--- config.mk ---
export PLATFORM = sky130hd
export DESIGN_NAME = motor_lock_ctrl
export DESIGN_NICKNAME = d
export VERILOG_FILES = /design/src/rtl/mlc_pkg.sv /design/src/rtl/mlc_edge_sync.sv /design/src/rtl/mlc_window_counter.sv /design/src/rtl/mlc_burst.sv /design/src/rtl/motor_lock_ctrl.sv
export SDC_FILE = /design/constraint.sdc
export NUM_CORES = 1
export LEC_CHECK = 0
export BUFFER_PORTS_ARGS = -buffer_cell sky130_fd_sc_hd__buf_2
export CAP_MARGIN = 20
export CORE_MARGIN = 1
export CORE_UTILIZATION = 29
export CTS_CLUSTER_SIZE = 16
export DETAILED_ROUTE_END_ITERATION = 10
export PLACE_DENSITY_LB_ADDON = 0.3
export SETUP_SLACK_MARGIN = 0.4
export SYNTH_ARGS = -nofsm -noshare
export SYNTH_HDL_FRONTEND = slang
export SYNTH_SLANG_ARGS = --single-unit
--- constraint.sdc ---
create_clock -name clk -period 4.5 [get_ports clk]
set_input_delay 0.9 -clock clk [delete_from_list [all_inputs] [get_ports clk]]
set_output_delay 0.9 -clock clk [all_outputs]
set_load 0.03 [all_outputs]
--- src/rtl/mlc_pkg.sv ---
package mlc_pkg;
    typedef enum logic [1:0] {
        ST_IDLE  = 2'd0,
        ST_DRIVE = 2'd1,
        ST_HALT  = 2'd2,
        ST_BOOST = 2'd3
    } mlc_state_e;
endpackage

--- src/rtl/mlc_edge_sync.sv ---
module mlc_edge_sync (
    input  logic clk,
    input  logic rst_n,
    input  logic din,
    output logic rise
);
    logic s1_q, s2_q, s3_q;

    always_ff @(posedge clk or negedge rst_n) begin
        if (!rst_n) begin
            s1_q <= 1'b0;
            s2_q <= 1'b0;
            s3_q <= 1'b0;
        end else begin
            s1_q <= din;
            s2_q <= s1_q;
            s3_q <= s2_q;
        end
    end

    assign rise = s2_q & ~s3_q;
endmodule

--- src/rtl/mlc_window_counter.sv ---
// Counts tick edges between successive close edges; a tick in the
// closing cycle belongs to the window that closes.
module mlc_window_counter #(
    parameter int CNT_MAX = 15,
    parameter int CW      = 4
) (
    input  logic          clk,
    input  logic          rst_n,
    input  logic          clr,
    input  logic          close,
    input  logic          tick,
    output logic [CW-1:0] n_now,
    output logic [CW-1:0] n_last
);
    localparam logic [CW-1:0] TOP = CW'(CNT_MAX);

    logic [CW-1:0] cnt_q;

    always_comb begin
        n_now = (cnt_q == TOP) ? cnt_q : cnt_q + CW'(tick);
    end

    always_ff @(posedge clk or negedge rst_n) begin
        if (!rst_n) begin
            cnt_q  <= '0;
            n_last <= '0;
        end else if (clr) begin
            cnt_q  <= '0;
            n_last <= '0;
        end else if (close) begin
            cnt_q  <= '0;
            n_last <= n_now;
        end else begin
            cnt_q  <= n_now;
        end
    end
endmodule

--- src/rtl/mlc_burst.sv ---
// On load with count n, drives n-1 one-cycle low pulses back to back.
module mlc_burst #(
    parameter int CW = 4
) (
    input  logic          clk,
    input  logic          rst_n,
    input  logic          clr,
    input  logic          load,
    input  logic [CW-1:0] n,
    output logic          pulse_n
);
    localparam logic [CW-1:0] TWO = CW'(2);

    logic [CW-1:0] rem_q;

    always_ff @(posedge clk or negedge rst_n) begin
        if (!rst_n) begin
            rem_q   <= '0;
            pulse_n <= 1'b1;
        end else if (clr) begin
            rem_q   <= '0;
            pulse_n <= 1'b1;
        end else if (load) begin
            if (n >= TWO) begin
                rem_q   <= n - TWO;
                pulse_n <= 1'b0;
            end else begin
                rem_q   <= '0;
                pulse_n <= 1'b1;
            end
        end else if (rem_q != '0) begin
            rem_q   <= rem_q - CW'(1);
            pulse_n <= 1'b0;
        end else begin
            pulse_n <= 1'b1;
        end
    end
endmodule

--- src/rtl/motor_lock_ctrl.sv ---
module motor_lock_ctrl
    import mlc_pkg::*;
#(
    parameter int CNT_MAX = 15
) (
    input  logic clk,
    input  logic rst_n,
    input  logic enable,
    input  logic ref_in,
    input  logic fb_in,
    output logic slow_n,
    output logic fast_n,
    output logic boost_n,
    output logic mode_drive,
    output logic mode_halt,
    output logic mode_boost,
    output logic locked,
    output logic drive_out
);
    localparam int CW = $clog2(CNT_MAX + 1);
    localparam logic [CW-1:0] ONE = CW'(1);
    localparam logic [CW-1:0] TWO = CW'(2);

    logic          clr;
    logic [1:0]    raw_in;
    logic [1:0]    rise;
    logic          ref_rise, fb_rise;
    logic [CW-1:0] nv_now, nv_last, nr_now, nr_last;
    logic          boost_load, lock_set;
    logic          lock_q, drive_q;
    mlc_state_e    state_q, state_d;

    assign clr    = ~enable;
    assign raw_in = {fb_in, ref_in};

    for (genvar g = 0; g < 2; g++) begin : g_sync
        mlc_edge_sync u_sync (
            .clk  (clk),
            .rst_n(rst_n),
            .din  (raw_in[g]),
            .rise (rise[g])
        );
    end

    assign ref_rise = rise[0];
    assign fb_rise  = rise[1];

    // Feedback edges per reference window (Nv)
    mlc_window_counter #(.CNT_MAX(CNT_MAX), .CW(CW)) u_nv (
        .clk(clk), .rst_n(rst_n), .clr(clr),
        .close(ref_rise), .tick(fb_rise),
        .n_now(nv_now), .n_last(nv_last)
    );

    // Reference edges per feedback window (Nr)
    mlc_window_counter #(.CNT_MAX(CNT_MAX), .CW(CW)) u_nr (
        .clk(clk), .rst_n(rst_n), .clr(clr),
        .close(fb_rise), .tick(ref_rise),
        .n_now(nr_now), .n_last(nr_last)
    );

    assign boost_load = fb_rise && (nr_now >= TWO) && (nv_last == '0);
    assign lock_set   = ref_rise && (nv_now == ONE) && (nr_last == ONE);

    mlc_burst #(.CW(CW)) u_slow (
        .clk(clk), .rst_n(rst_n), .clr(clr),
        .load(fb_rise), .n(nr_now), .pulse_n(slow_n)
    );

    mlc_burst #(.CW(CW)) u_fast (
        .clk(clk), .rst_n(rst_n), .clr(clr),
        .load(ref_rise), .n(nv_now), .pulse_n(fast_n)
    );

    mlc_burst #(.CW(CW)) u_boost (
        .clk(clk), .rst_n(rst_n), .clr(clr),
        .load(boost_load), .n(nr_now), .pulse_n(boost_n)
    );

    always_ff @(posedge clk or negedge rst_n) begin
        if (!rst_n) begin
            lock_q <= 1'b0;
        end else if (clr) begin
            lock_q <= 1'b0;
        end else if (lock_set) begin
            lock_q <= 1'b1;
        end
    end

    // State register
    always_ff @(posedge clk or negedge rst_n) begin
        if (!rst_n) begin
            state_q <= ST_IDLE;
        end else begin
            state_q <= state_d;
        end
    end

    // Next state: fast beats boost beats slow
    always_comb begin
        state_d = state_q;
        if (!enable) begin
            state_d = ST_IDLE;
        end else begin
            unique case (state_q)
                ST_IDLE: state_d = ST_DRIVE;
                ST_DRIVE, ST_HALT, ST_BOOST: begin
                    if (!fast_n) begin
                        state_d = ST_HALT;
                    end else if (!boost_n && lock_q) begin
                        state_d = ST_BOOST;
                    end else if (!slow_n && state_q == ST_HALT) begin
                        state_d = ST_DRIVE;
                    end
                end
            endcase
        end
    end

    // Mode outputs
    always_comb begin
        mode_drive = 1'b0;
        mode_halt  = 1'b0;
        mode_boost = 1'b0;
        unique case (state_q)
            ST_IDLE:  ;
            ST_DRIVE: mode_drive = 1'b1;
            ST_HALT:  mode_halt  = 1'b1;
            ST_BOOST: mode_boost = 1'b1;
        endcase
    end

    // Drive signal
    always_ff @(posedge clk or negedge rst_n) begin
        if (!rst_n) begin
            drive_q <= 1'b0;
        end else if (clr) begin
            drive_q <= 1'b0;
        end else begin
            unique case (state_q)
                ST_DRIVE: begin
                    if (fb_rise)       drive_q <= 1'b0;
                    else if (ref_rise) drive_q <= 1'b1;
                end
                ST_BOOST: drive_q <= 1'b1;
                ST_IDLE, ST_HALT: drive_q <= 1'b0;
            endcase
        end
    end

    assign locked    = lock_q;
    assign drive_out = drive_q;
endmodule

# Word-level counts from Yosys, hierarchy flattened
# Index checks and enable logic that the tools add are counted.
word_totals:
  latch_bits: 0
  inputBits: 5
  n_memories: 0
  register_bits: 41
  output_inout_bits: 8
  mem_bits_ro: 0
  ramBits: 0
  wordCells: 108
classes:
  eq_ne: 15
  magnitude_cmp: 2
  bitwise_logic: 4
  addsub: 7
  n_reduce_logical: 15
  muxes: 46
  shifts: 0
  n_div: 0
  n_mul: 0
op_table:
  columns: ["cell", "n"]
  rows:
  - ["$mux W4", 21]
  - ["$mux W1", 19]
  - ["$reduce_bool A4 Y1", 3]
  - ["$sub A4 B1 Y4 const B", 3]
  - ["$ne A3 B1 Y1 const B", 3]
  - ["$add A4 B1 Y4", 2]
  - ["$eq A4 B1 Y1 const B", 2]
  - ["$eq A4 B4 Y1 const B", 2]
  - ["$ge A4 B2 Y1 const B", 2]
  - ["$mux W2", 4]
  - ["$sub A4 B2 Y4 const B", 2]
  - ["$logic_and A1 B1 Y1", 6]
  - ["$ne A2 B1 Y1 const B", 3]
  - ["$ne A5 B5 Y1 const B", 1]
  - ["$eq A2 B2 Y1 const B", 2]
  - ["$logic_not A4 Y1", 1]
  - ["$ne A4 B4 Y1 const B", 1]
  - ["$pmux W2 S2", 1]
  - ["$pmux W1 S3", 1]
  - ["$reduce_or A3 Y1", 1]
  - ["$and A1 B1 Y1", 2]
  - ["$eq A2 B1 Y1 const B", 1]
  - ["$logic_not A1 Y1", 2]
  - ["$logic_not A2 Y1", 1]
  - ["2 further kinds", 3]

# Logic depth before layout (Yosys ltp)
# Gate-level depths: netlist of the first run.
logic_depth:
  ltp_word: 9
  mapped_depth: 12
  mapped_depth_nobuf: 11

# Hierarchy
# A second synthesis of the first run with hierarchy kept.
unflattened:
  hier_cells: 212
  hier_area_um2: 2331.0
by_module_without_submodules:
  columns: ["mod", "n_inst", "cells_each", "area_each_um2", "seq_area_each_um2"]
  rows:
  - ["mlc_burst", 3, 33, 365.4, 126.4]
  - ["mlc_window_counter", 2, 39, 405.4, 200.2]
  - ["motor_lock_ctrl", 1, 27, 246.5, 100.1]
  - ["mlc_edge_sync", 2, 4, 88.8, 75.1]

# Worst setup path before layout of the first run
# OpenSTA, ideal clock, no wires.
synth_timing:
  path_kind: "register to register"
  start: "register g_sync[0].u_sync.s3_q"
  end: "register u_boost.rem_q[2]"
  path_buffers: 2
  synth_period_minus_slack_ns: 2.268
  required_ns: 4.421
  path_slack_ns: 2.232
  setup_time_ns: 0.079
  arrival_ns: 2.188
  stages_incl_launch_ff: 11
  cell_sequence: "dfrtp_1 -> nand2b_1 -> buf_2 -> inv_1 -> buf_2 -> ha_1 -> ha_1 -> a41oi_4 -> ha_1 -> nand2b_1 -> mux2i_1"
synth_via:
  elab_chain_len: 9
  elab_cells_between_ends: 12
  classes_between: "add/sub (2); order compare (1); eq/ne (1); mux (4); bitwise (2); reduce/logical (2)"
synth_lines:
  columns: ["element", "line_no", "rtl"]
  rows:
  - ["start: declaration", "mlc_edge_sync.sv:7", "logic s1_q, s2_q, s3_q;"]
  - ["start signal: assignment", "mlc_edge_sync.sv:17", "s3_q <= s2_q;"]
  - ["$not A1 Y1 (*)", "mlc_edge_sync.sv:21", "assign rise = s2_q & ~s3_q;"]
  - ["$and A1 B1 Y1 (*)", "mlc_edge_sync.sv:21", null]
  - ["$add A4 B1 Y4 (*)", "mlc_window_counter.sv:20", "n_now = (cnt_q == TOP) ? cnt_q : cnt_q + CW'(tick);"]
  - ["$mux W4 (*)", "mlc_window_counter.sv:20", null]
  - ["$ge A4 B2 Y1", "mlc_burst.sv:24, motor_lock_ctrl.sv:62", null]
  - ["$logic_and A1 B1 Y1 (2 in series)", "motor_lock_ctrl.sv:62", "assign boost_load = fb_rise && (nr_now >= TWO) && (nv_last == '0);"]
  - ["$mux W4", "mlc_burst.sv:23", "end else if (load) begin"]
  - ["$mux W4", "mlc_burst.sv:20", "end else if (clr) begin"]
  - ["end signal: assignment", "mlc_burst.sv:25", "rem_q <= n - TWO;"]
  - ["end signal: assignment", "mlc_burst.sv:32", "rem_q <= rem_q - CW'(1);"]
  - ["end: declaration", "mlc_burst.sv:14", "logic [CW-1:0] rem_q;"]
# Every way passes the cells marked *; elsewhere a longest branch is shown, timed or not.
# A chain may end at the register's enable or synchronous reset.

# Worst setup path after layout of the first run
# Ends and elaborated chain as after synthesis.

==> flow_metrics.py, run 1 <==
metrics = {
    "drt": {
        "drt-initial-drc-count": 75,
        "drt-pass1-iter-count": 4,
        "routed_wl_um": 4090,
        "dr_total_vias": 1532,
        "detail_route.wl_per_cell_um": 12.6,
        "detail-route-antenna-nets": 0,
        "detail_route.drc_violations": 0,
        "detail_route.vias_per_cell": 4.71,
    },
    "die": {
        "die_extent_in_y_um": 87.9,
        "num_io_pins": 13,
        "design.core.area_mm2": 0.00694,
        "dieArea_mm2": 0.00773,
        "placementRows": 30,
        "fp.dieW_um": 87.9,
        "floorplan.initialDensity": 0.308,
    },
    "worst_setup_path": {
        "criticalPathCategory": "flop to flop",
        "critical_path_required_ps": 4720,
        "worstPathArrival_ps": 2900,
        "worst-path-max-fanout": 14,
        "setup.worst_path.end_class": "flop",
        "slowest_delay_ps": 420,
        "cpMostUsedCell": "sky130_fd_sc_hd__ha_1",
        "critPathLaunchType": "flop",
        "crit_path_top_delay_cell": "sky130_fd_sc_hd__inv_1",
        "timing.critical_path.cells": "nand2b_1 > inv_1 > ha_1 > ha_1 > a41oi_4 > ha_1 > nand2b_1 > mux2i_1",
    },
    "clock_network": {
        "cts_tree": "done",
        "post-cts-setup-buffer-count": 0,
        "numCtsBuffers": 5,
        "clk_path_buf_depth": 2,
        "clkTransAtPathRegs_ps": 80,
        "clock_sinks": 41,
        "cts.repair.resized": 0,
        "cts_htree_levels": 2,
        "clk_latency_ps": 290,
        "postCtsHoldBufs": 0,
        "clock_tree_root": "sky130_fd_sc_hd__clkbuf_8",
    },
    "logic_synthesis": {
        "seq_area_frac_synth": 0.481,
        "unique_masters_post_synth": 47,
        "synthesis.instances": 215,
        "synth_area_mm2": 0.00214,
        "ys_ff_latch": 41,
        "synthesis.area_per_instance_um2": 9.96,
        "yosys_warnings": 0,
        "mapped_nets": 232,
    },
    "cells_and_area": {
        "finalNetCount": 245,
        "synthesis_to_finish_area_growth_pct": 12.0,
        "drive_above_1_share": 0.148,
        "final_cell_count_no_fill": 325,
        "multi_input_comb_area_mm2": 0.00103,
        "ff_latch_area_mm2": 0.00103,
        "diodes": 0,
        "post-route-util": 0.345,
        "fillerInstances": 711,
    },
    "global_route": {
        "global_route.overflow_total": 0,
        "antenna_found_initial": 0,
        "first_pass_grt_wire_length_um": 7290,
        "grt_pass1_vias": 1504,
        "grt_start_max_net_pins": 42,
        "track_usage": 0.122,
    },
    "sta": {
        "fmax_mhz": 373,
        "timing.final.setup_violations": 0,
        "fin_worst_hold_slack_ps": 351,
        "total_negative_setup_slacks_ps": 0,
        "timing.final.crit_share": 0.595,
        "slew_headroom": 0.397,
        "worst-slew-pin-transition_ps": 904,
        "period_minus_slack_ps": 2680,
        "number_of_max_slew_violations_in_the_final_report": 0,
        "rsz0062_at_grt": "no",
        "finClkSkew_ps": 6.54,
        "hold_viol": 0,
    },
    "power": {
        "report.power.total_mw": 1.12,
        "leakage_power_nw": 1.09,
        "irDropWorstVdd_mv": 0.180,
        "power-per-cell-area_mw_per_mm2": 466,
    },
    "placement": {
        "placement.io_buffers": 12,
        "dp.final_hpwl_um": 2940,
        "place.detailed.instances": 317,
        "gp_congestion": 0.760,
    },
    "status": {
        "status": "finished clean",
    },
    "flow_run": {
        "max_cap_violations": 0,
    },
    "worst_hold_path": {
        "hold_path.class": "flop to flop",
    },
}
## per-layer routing
layer | track usage | vias up | share of wire
met3 | 0.0283 | 8 | 0.023
met2 | 0.186 | 12 | 0.45
met1 | 0.173 | 739 | 0.51
met5 | 0 | - | 0
met4 | 0.0358 | 0 | 0.012
li1 | - | 773 | -
## critical path: cells and delay by family (launching register included)
| kind | cells | cell delay, ps |
|---|---|---|
| buffers and inverters | 1 | 420 |
| AO/OA/AOI/OAI | 1 | 330 |
| AND/OR/NAND/NOR | 2 | 440 |
| flip-flops | 1 | 350 |
| multiplexers | 1 | 150 |
| adder cells (fa/ha/maj) | 3 | 910 |
## report_power, final
part	switching, mW	internal, mW
clock	0.129	0.139
sequential	0.0439	0.431
combinational	0.207	0.167
total	0.380	0.737
## layout by cell type, fill, tap and decap left out, drive strengths merged, types with 2 or more instances in the layout
master  instances
a31oi           2
nor2           26
clkbuf          7
and2            6
mux2i           5
inv            14
dfrtp          38
o21ai          10
nand4b          2
nand3           6
xor2            2
a21oi          10
dfstp           3
o211ai          3
a21o            2
or3             3
nand2b          7
nor2b           3
xnor2           4
buf            12
o211a           2
o22ai           3
nor3            6
ha             12
nor3b           3
a41oi           2
nand2          21
## synthesized netlist by cell type (all sizes together)
cell | n | area [um^2]
a211o | 1 | 8.76
a211oi | 1 | 7.51
a21boi | 1 | 7.51
a21o | 2 | 15.0
a21oi | 10 | 76.3
a22oi | 1 | 7.51
a2bb2oi | 1 | 15.0
a31o | 1 | 8.76
a31oi | 2 | 12.5
a41oi | 2 | 36.3
and2 | 6 | 40.0
and3 | 1 | 6.26
buf | 2 | 10.0
clkbuf | 4 | 15.0
dfrtp | 38 | 951
dfstp | 3 | 78.8
ha | 12 | 150
inv | 14 | 52.6
mux2i | 5 | 50.1
nand2 | 21 | 78.8
nand2b | 7 | 43.8
nand3 | 6 | 30.0
nand4 | 1 | 6.26
nand4b | 2 | 17.5
nor2 | 26 | 97.6
nor2b | 3 | 18.8
nor3 | 6 | 30.0
nor3b | 3 | 27.5
nor4 | 1 | 6.26
o211a | 2 | 20.0
o211ai | 3 | 22.5
o21a | 1 | 7.51
o21ai | 10 | 50.1
o221ai | 1 | 8.76
o22ai | 3 | 25.0
o31ai | 1 | 7.51
o32ai | 1 | 16.3
or2 | 1 | 6.26
or3 | 3 | 18.8
xnor2 | 4 | 35.0
xor2 | 2 | 17.5
## registers in the layout, indices dropped and copies added (netlist names), 2 cells and up
| signal | flops |
|---|---|
| u_fast.rem_q | 4 |
| u_boost.rem_q | 4 |
| u_nr.cnt_q | 4 |
| u_slow.rem_q | 4 |
| u_nv.cnt_q | 4 |
| g_sync.u_sync.s2_q | 2 |
| u_nv.n_last | 4 |
| g_sync.u_sync.s3_q | 2 |
| u_nr.n_last | 4 |
| state_q | 2 |
| g_sync.u_sync.s1_q | 2 |
## through the flow
stage          worst slack (ps)  instance area [um^2]
2_1_floorplan              2230                  2140
3_5_place_dp               1850                  2300
5_1_grt                    1610                  2400
3_3_place_gp               1810                  2300
4_1_cts                    1820                  2400
6_report                   1820                  2400
## cells by family (layout without fill, tap and decap cells)
kind of cell	after synthesis	after routing	share of synthesized area
mux	5	5	0.0234
fa+ha+maj	12	12	0.0701
simple gates	87	87	0.200
buf+inv	20	34	0.0362
compound gates	44	44	0.165
flops	41	41	0.481
xor+xnor	6	6	0.0245
## path summary, 6_finish.rpt
kind,start,end,slack (ps),depth (start not counted)
setup / recovery,g_sync[0].u_sync.s3_q,u_boost.rem_q[2],1820,8
hold / removal,g_sync[1].u_sync.s1_q,g_sync[1].u_sync.s2_q,350,0
setup reg to reg,g_sync[0].u_sync.s3_q,u_boost.rem_q[2],1820,8
hold reg to reg,g_sync[1].u_sync.s1_q,g_sync[1].u_sync.s2_q,350,0
max in group asynchronous,rst_n,g_sync[0].u_sync.s3_q,3200,1
min in group asynchronous,rst_n,u_boost.rem_q[0],720,1
## cell type report
class	instances	share of cell area
Multi-Input combinational cell	154	0.431
Clock buffer	7	0.0402
Clock inverter	1	0.00209
Sequential cell	41	0.430
Timing Repair Buffer	12	0.0251
Tap cell	96	0.0501
Inverter	14	0.0219
(Power assumes the default switching activity.)
==> run 2, diff against run 1 <==
==> constraint.sdc (replaced) <==
create_clock -name clk -period 2.62 [get_ports clk]
set_input_delay 0.524 -clock clk [delete_from_list [all_inputs] [get_ports clk]]
set_output_delay 0.524 -clock clk [all_outputs]
set_load 0.03 [all_outputs]
==> run 2 against run 1 <==
  * Core utilization up 1.2 points
  * Worst setup slack worse by 1200 ps
  * Sequential power up 71%
  * Clock skew down 1.5 ps
  * Clock-buffer cell count up 1
  * Total power up 70%
  * Flip-flop and latch count unchanged
  * Non-clock buffer count up 10
  * Combinational power up 77%
  * Critical path type unchanged
  * Critical endpoint is now u_fast.rem_q[3]
==> flow_metrics.py, run 2 (synthesis gave the netlist of run 1 again) <==
metrics = {
    "power": {
        "p_sw_frac": 0.341,
        "power.share.sequential": 0.426,
        "leakage_power_nw": 1.14,
        "power-per-cell-area_mw_per_mm2": 767,
        "internal_power_mw": 1.25,
        "irDropWorstVdd_mv": 0.169,
        "clkPwrFrac": 0.226,
        "net_switching_power_of_the_design_uw": 649,
        "p_comb_frac": 0.348,
    },
    "global_route": {
        "global_route.overflow_total": 0,
        "first_pass_grt_wire_length_um": 7320,
        "grt_pass1_vias": 1542,
        "grt_start_max_net_pins": 27,
        "track_usage": 0.123,
        "antenna_found_initial": 0,
    },
    "drt": {
        "routed_wl_um": 4170,
        "drt-pass1-iter-count": 4,
        "detail_route.drc_violations": 0,
        "drt-initial-drc-count": 78,
        "detail_route.wl_per_cell_um": 12.4,
        "detail-route-antenna-nets": 0,
        "dr_total_vias": 1521,
        "detail_route.vias_per_cell": 4.54,
    },
    "clock_network": {
        "clock_tree_root": "sky130_fd_sc_hd__clkbuf_8",
        "cts_htree_levels": 2,
        "clock_sinks": 41,
        "numCtsBuffers": 5,
        "postCtsHoldBufs": 0,
        "clk_latency_ps": 290,
        "clk_path_buf_depth": 2,
        "cts_tree": "done",
        "clkTransAtPathRegs_ps": 80,
    },
    "worst_setup_path": {
        "crit_path_top_delay_cell": "sky130_fd_sc_hd__dfrtp_1",
        "worst-r2r-cell-count": 11,
        "worst_r2r_endpoint": "u_fast.rem_q[3]",
        "timing.critical_path.cells": "nand2b_1 > inv_2 > ha_1 > ha_1 > and2_4 > a21oi_4 > inv_1 > ha_1 > o211ai_1 > o211ai_1 > and3_1",
        "setup.worst_path.end": "u_fast.rem_q[3]",
        "setup.worst_path.start": "g_sync[1].u_sync.s2_q",
        "slowest_delay_ps": 380,
        "criticalPathCategory": "flop to flop",
        "cpMostUsedCell": "sky130_fd_sc_hd__ha_1",
        "r2r_slack_ps": 590,
        "setup.worst_path.end_class": "flop",
        "worst-path-max-fanout": 4,
        "critical_path.reg2reg.startpoint": "g_sync[1].u_sync.s2_q",
        "depth_of_the_critical_timing_path_with_buffers_and_inverters_included": 11,
        "critPathLaunchType": "flop",
        "critical-path-top-delay-family": "adder cells",
        "critical_path.n_buffers_inverters": 2,
        "critical_path_required_ps": 2800,
        "worstPathArrival_ps": 2210,
    },
    "sta": {
        "worst-slew-pin-transition_ps": 503,
        "slew_headroom": 0.655,
        "finClkSkew_ps": 5.08,
        "hold_viol": 0,
        "period_minus_slack_ps": 2030,
        "number_of_max_slew_violations_in_the_final_report": 0,
        "timing.final.crit_share": 0.775,
        "timing.final.setup_violations": 0,
        "rsz0062_at_grt": "yes",
        "fmax_mhz": 493,
        "total_negative_setup_slacks_ps": 0,
    },
    "status": {
        "status": "finished clean",
    },
    "placement": {
        "dp.final_hpwl_um": 3100,
        "placement.io_buffers": 12,
        "place.detailed.instances": 321,
        "gp_congestion": 0.765,
    },
    "die": {
        "die_extent_in_y_um": 87.9,
        "fp.dieW_um": 87.9,
        "placementRows": 30,
        "design.core.area_mm2": 0.00694,
        "floorplan.initialDensity": 0.308,
        "dieArea_mm2": 0.00773,
        "num_io_pins": 13,
    },
    "cells_and_area": {
        "fillerInstances": 714,
        "most-common-layout-cells": "sky130_fd_sc_hd__dfrtp_1 (38), sky130_fd_sc_hd__nor2_1 (25), sky130_fd_sc_hd__nand2_1 (21)",
        "finalNetCount": 255,
        "post-route-util": 0.357,
        "synthesis_to_finish_area_growth_pct": 15.9,
        "final_cell_count_no_fill": 335,
        "multi_input_comb_area_mm2": 0.00105,
        "drive_above_1_share": 0.197,
        "diodes": 0,
        "ff_latch_area_mm2": 0.00103,
        "final_common_cell": "sky130_fd_sc_hd__dfrtp_1",
    },
    "flow_run": {
        "max_cap_violations": 0,
    },
    "worst_hold_path": {
        "hold_path.class": "input pin to asynchronous set/reset pin",
    },
}
## run 2: worst min path at each step
stage / endpoint / slack (ps) / cells past startpoint
floorplan: drive_out / 230 / 0
global placement: g_sync[1].u_sync.s2_q / 330 / 0
detailed placement: g_sync[0].u_sync.s2_q / 330 / 0
CTS: u_boost.rem_q[0] / 140 / 1
global route: u_boost.rem_q[0] / 150 / 1
finish: u_boost.rem_q[0] / 130 / 1
## run 2: per-layer routing
layer | global-route usage | vias up | wire [um]
li1 | - | 787 | -
met1 | 0.167 | 713 | 2180
met2 | 0.191 | 16 | 1830
met3 | 0.0311 | 5 | 115
met4 | 0.0402 | 0 | 40
met5 | 0 | - | 0
## run 2: what timing repair did
item | 4_1_cts | 5_1_grt
gates resized for setup | 1 | 4
setup endpoints to repair | 4 | 8
pin swaps | 0 | 0
buffers inserted | 0 | 6
## run 2: cell type report
type	count	area share
sequential	41	0.415
clock buffer	8	0.0363
multi-input combinational	154	0.425
inverter	14	0.0212
tap	96	0.0484
timing repair buffer	22	0.0545
## run 2: metrics by stage
stage	power (mW)	setup slack [ps]	hold slack [ps]	instance area (um^2)
2_1_floorplan	1.34	405	228	2150
3_3_place_gp	1.48	451	333	2330
3_5_place_dp	1.49	396	335	2330
4_1_cts	1.92	413	138	2420
5_1_grt	2.05	372	151	2480
6_report	1.90	590	126	2480
## run 2: power by group through the flow
stage / registers [mW] / logic (mW) / clock network, mW
5_1_grt: 0.828 / 0.752 / 0.468
6_report: 0.811 / 0.662 / 0.430
3_5_place_dp: 0.823 / 0.664 / 0
4_1_cts: 0.812 / 0.666 / 0.444
2_1_floorplan: 0.845 / 0.493 / 0
3_3_place_gp: 0.825 / 0.655 / 0
==> run 3, diff against run 2 <==
==> constraint.sdc (replaced) <==
create_clock -name clk -period 1.7 [get_ports clk]
set_input_delay 0.34 -clock clk [delete_from_list [all_inputs] [get_ports clk]]
set_output_delay 0.34 -clock clk [all_outputs]
set_load 0.03 [all_outputs]
==> run 3 against run 2 <==
  * The run now ends with negative hold slack, negative setup slack left
  * Total power is 70% higher
  * Maximum frequency is 11% higher
  * Clock-buffer cell count is 1 lower
  * Worst hold slack worse by 140 ps
  * Worst setup slack worse by 720 ps
  * Sequential power is 55% higher
  * Critical path depth stayed put
==> flow_metrics.py, run 3 (synthesis gave the netlist of run 1 again) <==
metrics = {
    "status": {
        "status": "finished with violations",
        "failing_checks": "negative hold slack, negative setup slack",
    },
    "worst_setup_path": {
        "critical_path.reg2reg.startpoint": "g_sync[1].u_sync.s2_q",
        "critPathLaunchType": "flop",
        "r2r_slack_ps": -130,
        "worst-path-max-fanout": 4,
        "slowest_delay_ps": 410,
        "critical-path-top-delay-family": "adder cells",
        "timing.critical_path.cells": "nand2b_4 > inv_4 > ha_4 > ha_4 > and2_4 > a21oi_4 > inv_2 > ha_4 > o211ai_1 > o211ai_1 > and3_1",
        "critical_path_required_ps": 1890,
        "crit_path_top_delay_cell": "sky130_fd_sc_hd__dfrtp_1",
        "criticalPathCategory": "flop to flop",
        "cpMostUsedCell": "sky130_fd_sc_hd__ha_4",
        "worst_r2r_endpoint": "u_fast.rem_q[3]",
        "critical_path.n_buffers_inverters": 2,
        "worst-r2r-cell-count": 11,
        "worstPathArrival_ps": 2020,
        "setup.worst_path.end_class": "flop",
    },
    "placement": {
        "setup_slack_at_placement_ps": -226,
        "placement.io_buffers": 12,
        "gp_congestion": 0.842,
        "dpl-instance-area_mm2": 0.00260,
        "dp.final_hpwl_um": 3470,
    },
    "die": {
        "placementRows": 30,
        "num_io_pins": 13,
        "fp.dieW_um": 87.9,
        "floorplan.initialDensity": 0.308,
        "design.core.area_mm2": 0.00694,
        "dieArea_mm2": 0.00773,
        "die_extent_in_y_um": 87.9,
    },
    "sta": {
        "period_minus_slack_ps": 1830,
        "timing.final.crit_share": 1.08,
        "timing.final.setup_violations": 17,
        "total_negative_setup_slacks_ps": -1110,
        "hold_viol": 10,
        "fin_worst_hold_slack_ps": -12.1,
        "fmax_mhz": 547,
        "postLayoutSetupSlackWorst_ps": -129,
        "rsz0062_at_grt": "yes",
        "worst-slew-pin-transition_ps": 464,
        "finClkSkew_ps": 10.8,
        "slew_headroom": 0.691,
        "number_of_max_slew_violations_in_the_final_report": 0,
    },
    "cells_and_area": {
        "finalNetCount": 289,
        "synthesis_to_finish_area_growth_pct": 49.4,
        "drive_above_1_share": 0.451,
        "fillerInstances": 653,
        "final_common_cell": "sky130_fd_sc_hd__dfrtp_1",
        "diodes": 0,
        "most-common-layout-cells": "sky130_fd_sc_hd__dfrtp_1 (36), sky130_fd_sc_hd__buf_4 (26), sky130_fd_sc_hd__buf_6 (23)",
        "design_area_mm2": 0.00320,
        "post-route-util": 0.461,
    },
    "global_route": {
        "antenna_found_initial": 0,
        "track_usage": 0.148,
        "global_route.overflow_total": 0,
        "grt_start_max_net_pins": 25,
        "grt_pass1_vias": 1750,
        "first_pass_grt_wire_length_um": 8560,
    },
    "drt": {
        "detail-route-antenna-nets": 0,
        "routed_wl_um": 5200,
        "drt-pass1-iter-count": 4,
        "dr_total_vias": 1693,
        "detail_route.drc_violations": 0,
        "detail_route.wl_per_cell_um": 14.1,
        "detail_route.vias_per_cell": 4.59,
        "drt-initial-drc-count": 85,
    },
    "power": {
        "clkPwrFrac": 0.205,
        "net_switching_power_of_the_design_mw": 1.11,
        "leakage_power_nw": 1.36,
        "p_sw_frac": 0.343,
        "internal_power_mw": 2.13,
        "power.share.sequential": 0.388,
        "p_comb_frac": 0.406,
        "report.power.total_mw": 3.24,
        "irDropWorstVdd_mv": 0.375,
        "power-per-cell-area_mw_per_mm2": 1010,
    },
    "clock_network": {
        "cts_tree": "done",
        "postCtsHoldBufs": 0,
        "clk_latency_ps": 300,
        "clock_sinks": 41,
        "clkTransAtPathRegs_ps": 80,
        "clock_tree_root": "sky130_fd_sc_hd__clkbuf_8",
        "cts_htree_levels": 2,
        "numCtsBuffers": 5,
        "clk_path_buf_depth": 2,
    },
    "flow_run": {
        "max_cap_violations": 0,
    },
    "worst_hold_path": {
        "hold_path.class": "input pin to asynchronous set/reset pin",
    },
}
==> run 3: changes by cell type in the layout (fill, tap and decap cells not counted), moves of 6 or more <==
cell                     before  now
sky130_fd_sc_hd__buf_2       12    6
sky130_fd_sc_hd__nor2_1      25   13
sky130_fd_sc_hd__nor2_4       0    9
sky130_fd_sc_hd__ha_4         0    6
sky130_fd_sc_hd__buf_4       10   26
sky130_fd_sc_hd__buf_6        0   23
==> run 3: final cells by class <==
type                       count  area (um^2)  area share
clock buffer                   7         86.3      0.0270
clock inverter                 1         7.51     0.00235
inverter                      14         57.6      0.0180
multi-input combinational    154         1390       0.435
sequential                    41         1030       0.323
tap                           96          120      0.0375
timing repair buffer          56          504       0.158
==> run 3: how the worst max path moves through the flow <==
stage | start | endpoint | slack [ps] | cells past startpoint
floorplan | g_sync[0].u_sync.s2_q | u_boost.rem_q[2] | -300 | 10
global placement | g_sync[0].u_sync.s2_q | u_boost.rem_q[3] | -170 | 10
detailed placement | g_sync[0].u_sync.s2_q | u_boost.rem_q[3] | -230 | 10
CTS | g_sync[1].u_sync.s2_q | u_fast.rem_q[3] | -170 | 11
global route | g_sync[0].u_sync.s2_q | u_boost.rem_q[3] | -230 | 11
finish | g_sync[1].u_sync.s2_q | u_fast.rem_q[3] | -130 | 11
==> run 3: power groups by stage <==
| stage | clock network, mW | registers, mW | logic (mW) |
|---|---|---|---|
| 6_report | 0.665 | 1.26 | 1.32 |
| 5_1_grt | 0.736 | 1.28 | 1.48 |
| 4_1_cts | 0.693 | 1.26 | 1.23 |
| 3_5_place_dp | 0 | 1.27 | 1.08 |
| 3_3_place_gp | 0 | 1.27 | 1.08 |
| 2_1_floorplan | 0 | 1.31 | 0.773 |
==> run 3: worst reg2reg max path, cell delays in order, from the launching register on <==
cell and delay, ps:
sky130_fd_sc_hd__dfrtp_1 410, sky130_fd_sc_hd__nand2b_4 90, sky130_fd_sc_hd__inv_4 40, sky130_fd_sc_hd__ha_4 160, sky130_fd_sc_hd__ha_4 150, sky130_fd_sc_hd__and2_4 140
sky130_fd_sc_hd__a21oi_4 160, sky130_fd_sc_hd__inv_2 80, sky130_fd_sc_hd__ha_4 160, sky130_fd_sc_hd__o211ai_1 70, sky130_fd_sc_hd__o211ai_1 100, sky130_fd_sc_hd__and3_1 170
==> run 3: through the flow <==
step           hold WS (ps)  cells
2_1_floorplan          44.4    215
3_3_place_gp            326    344
3_5_place_dp            326    344
4_1_cts               0.747    362
5_1_grt                1.38    369
6_report              -12.1    369
==> run 3: routing by layer <==
metal	share of wire	global-route usage	up-vias
li1	-	-	853
met2	0.50	0.233	18
met4	0.015	0.0671	0
met1	0.46	0.197	818
met5	0	0	-
met3	0.021	0.0292	4
==> run 3: repair_timing <==
item                                    in CTS  in global routing
buffers inserted                            10                  7
endpoints found under the setup margin      37                 37
resized for setup                           50                 38
pin swaps                                   15                 17
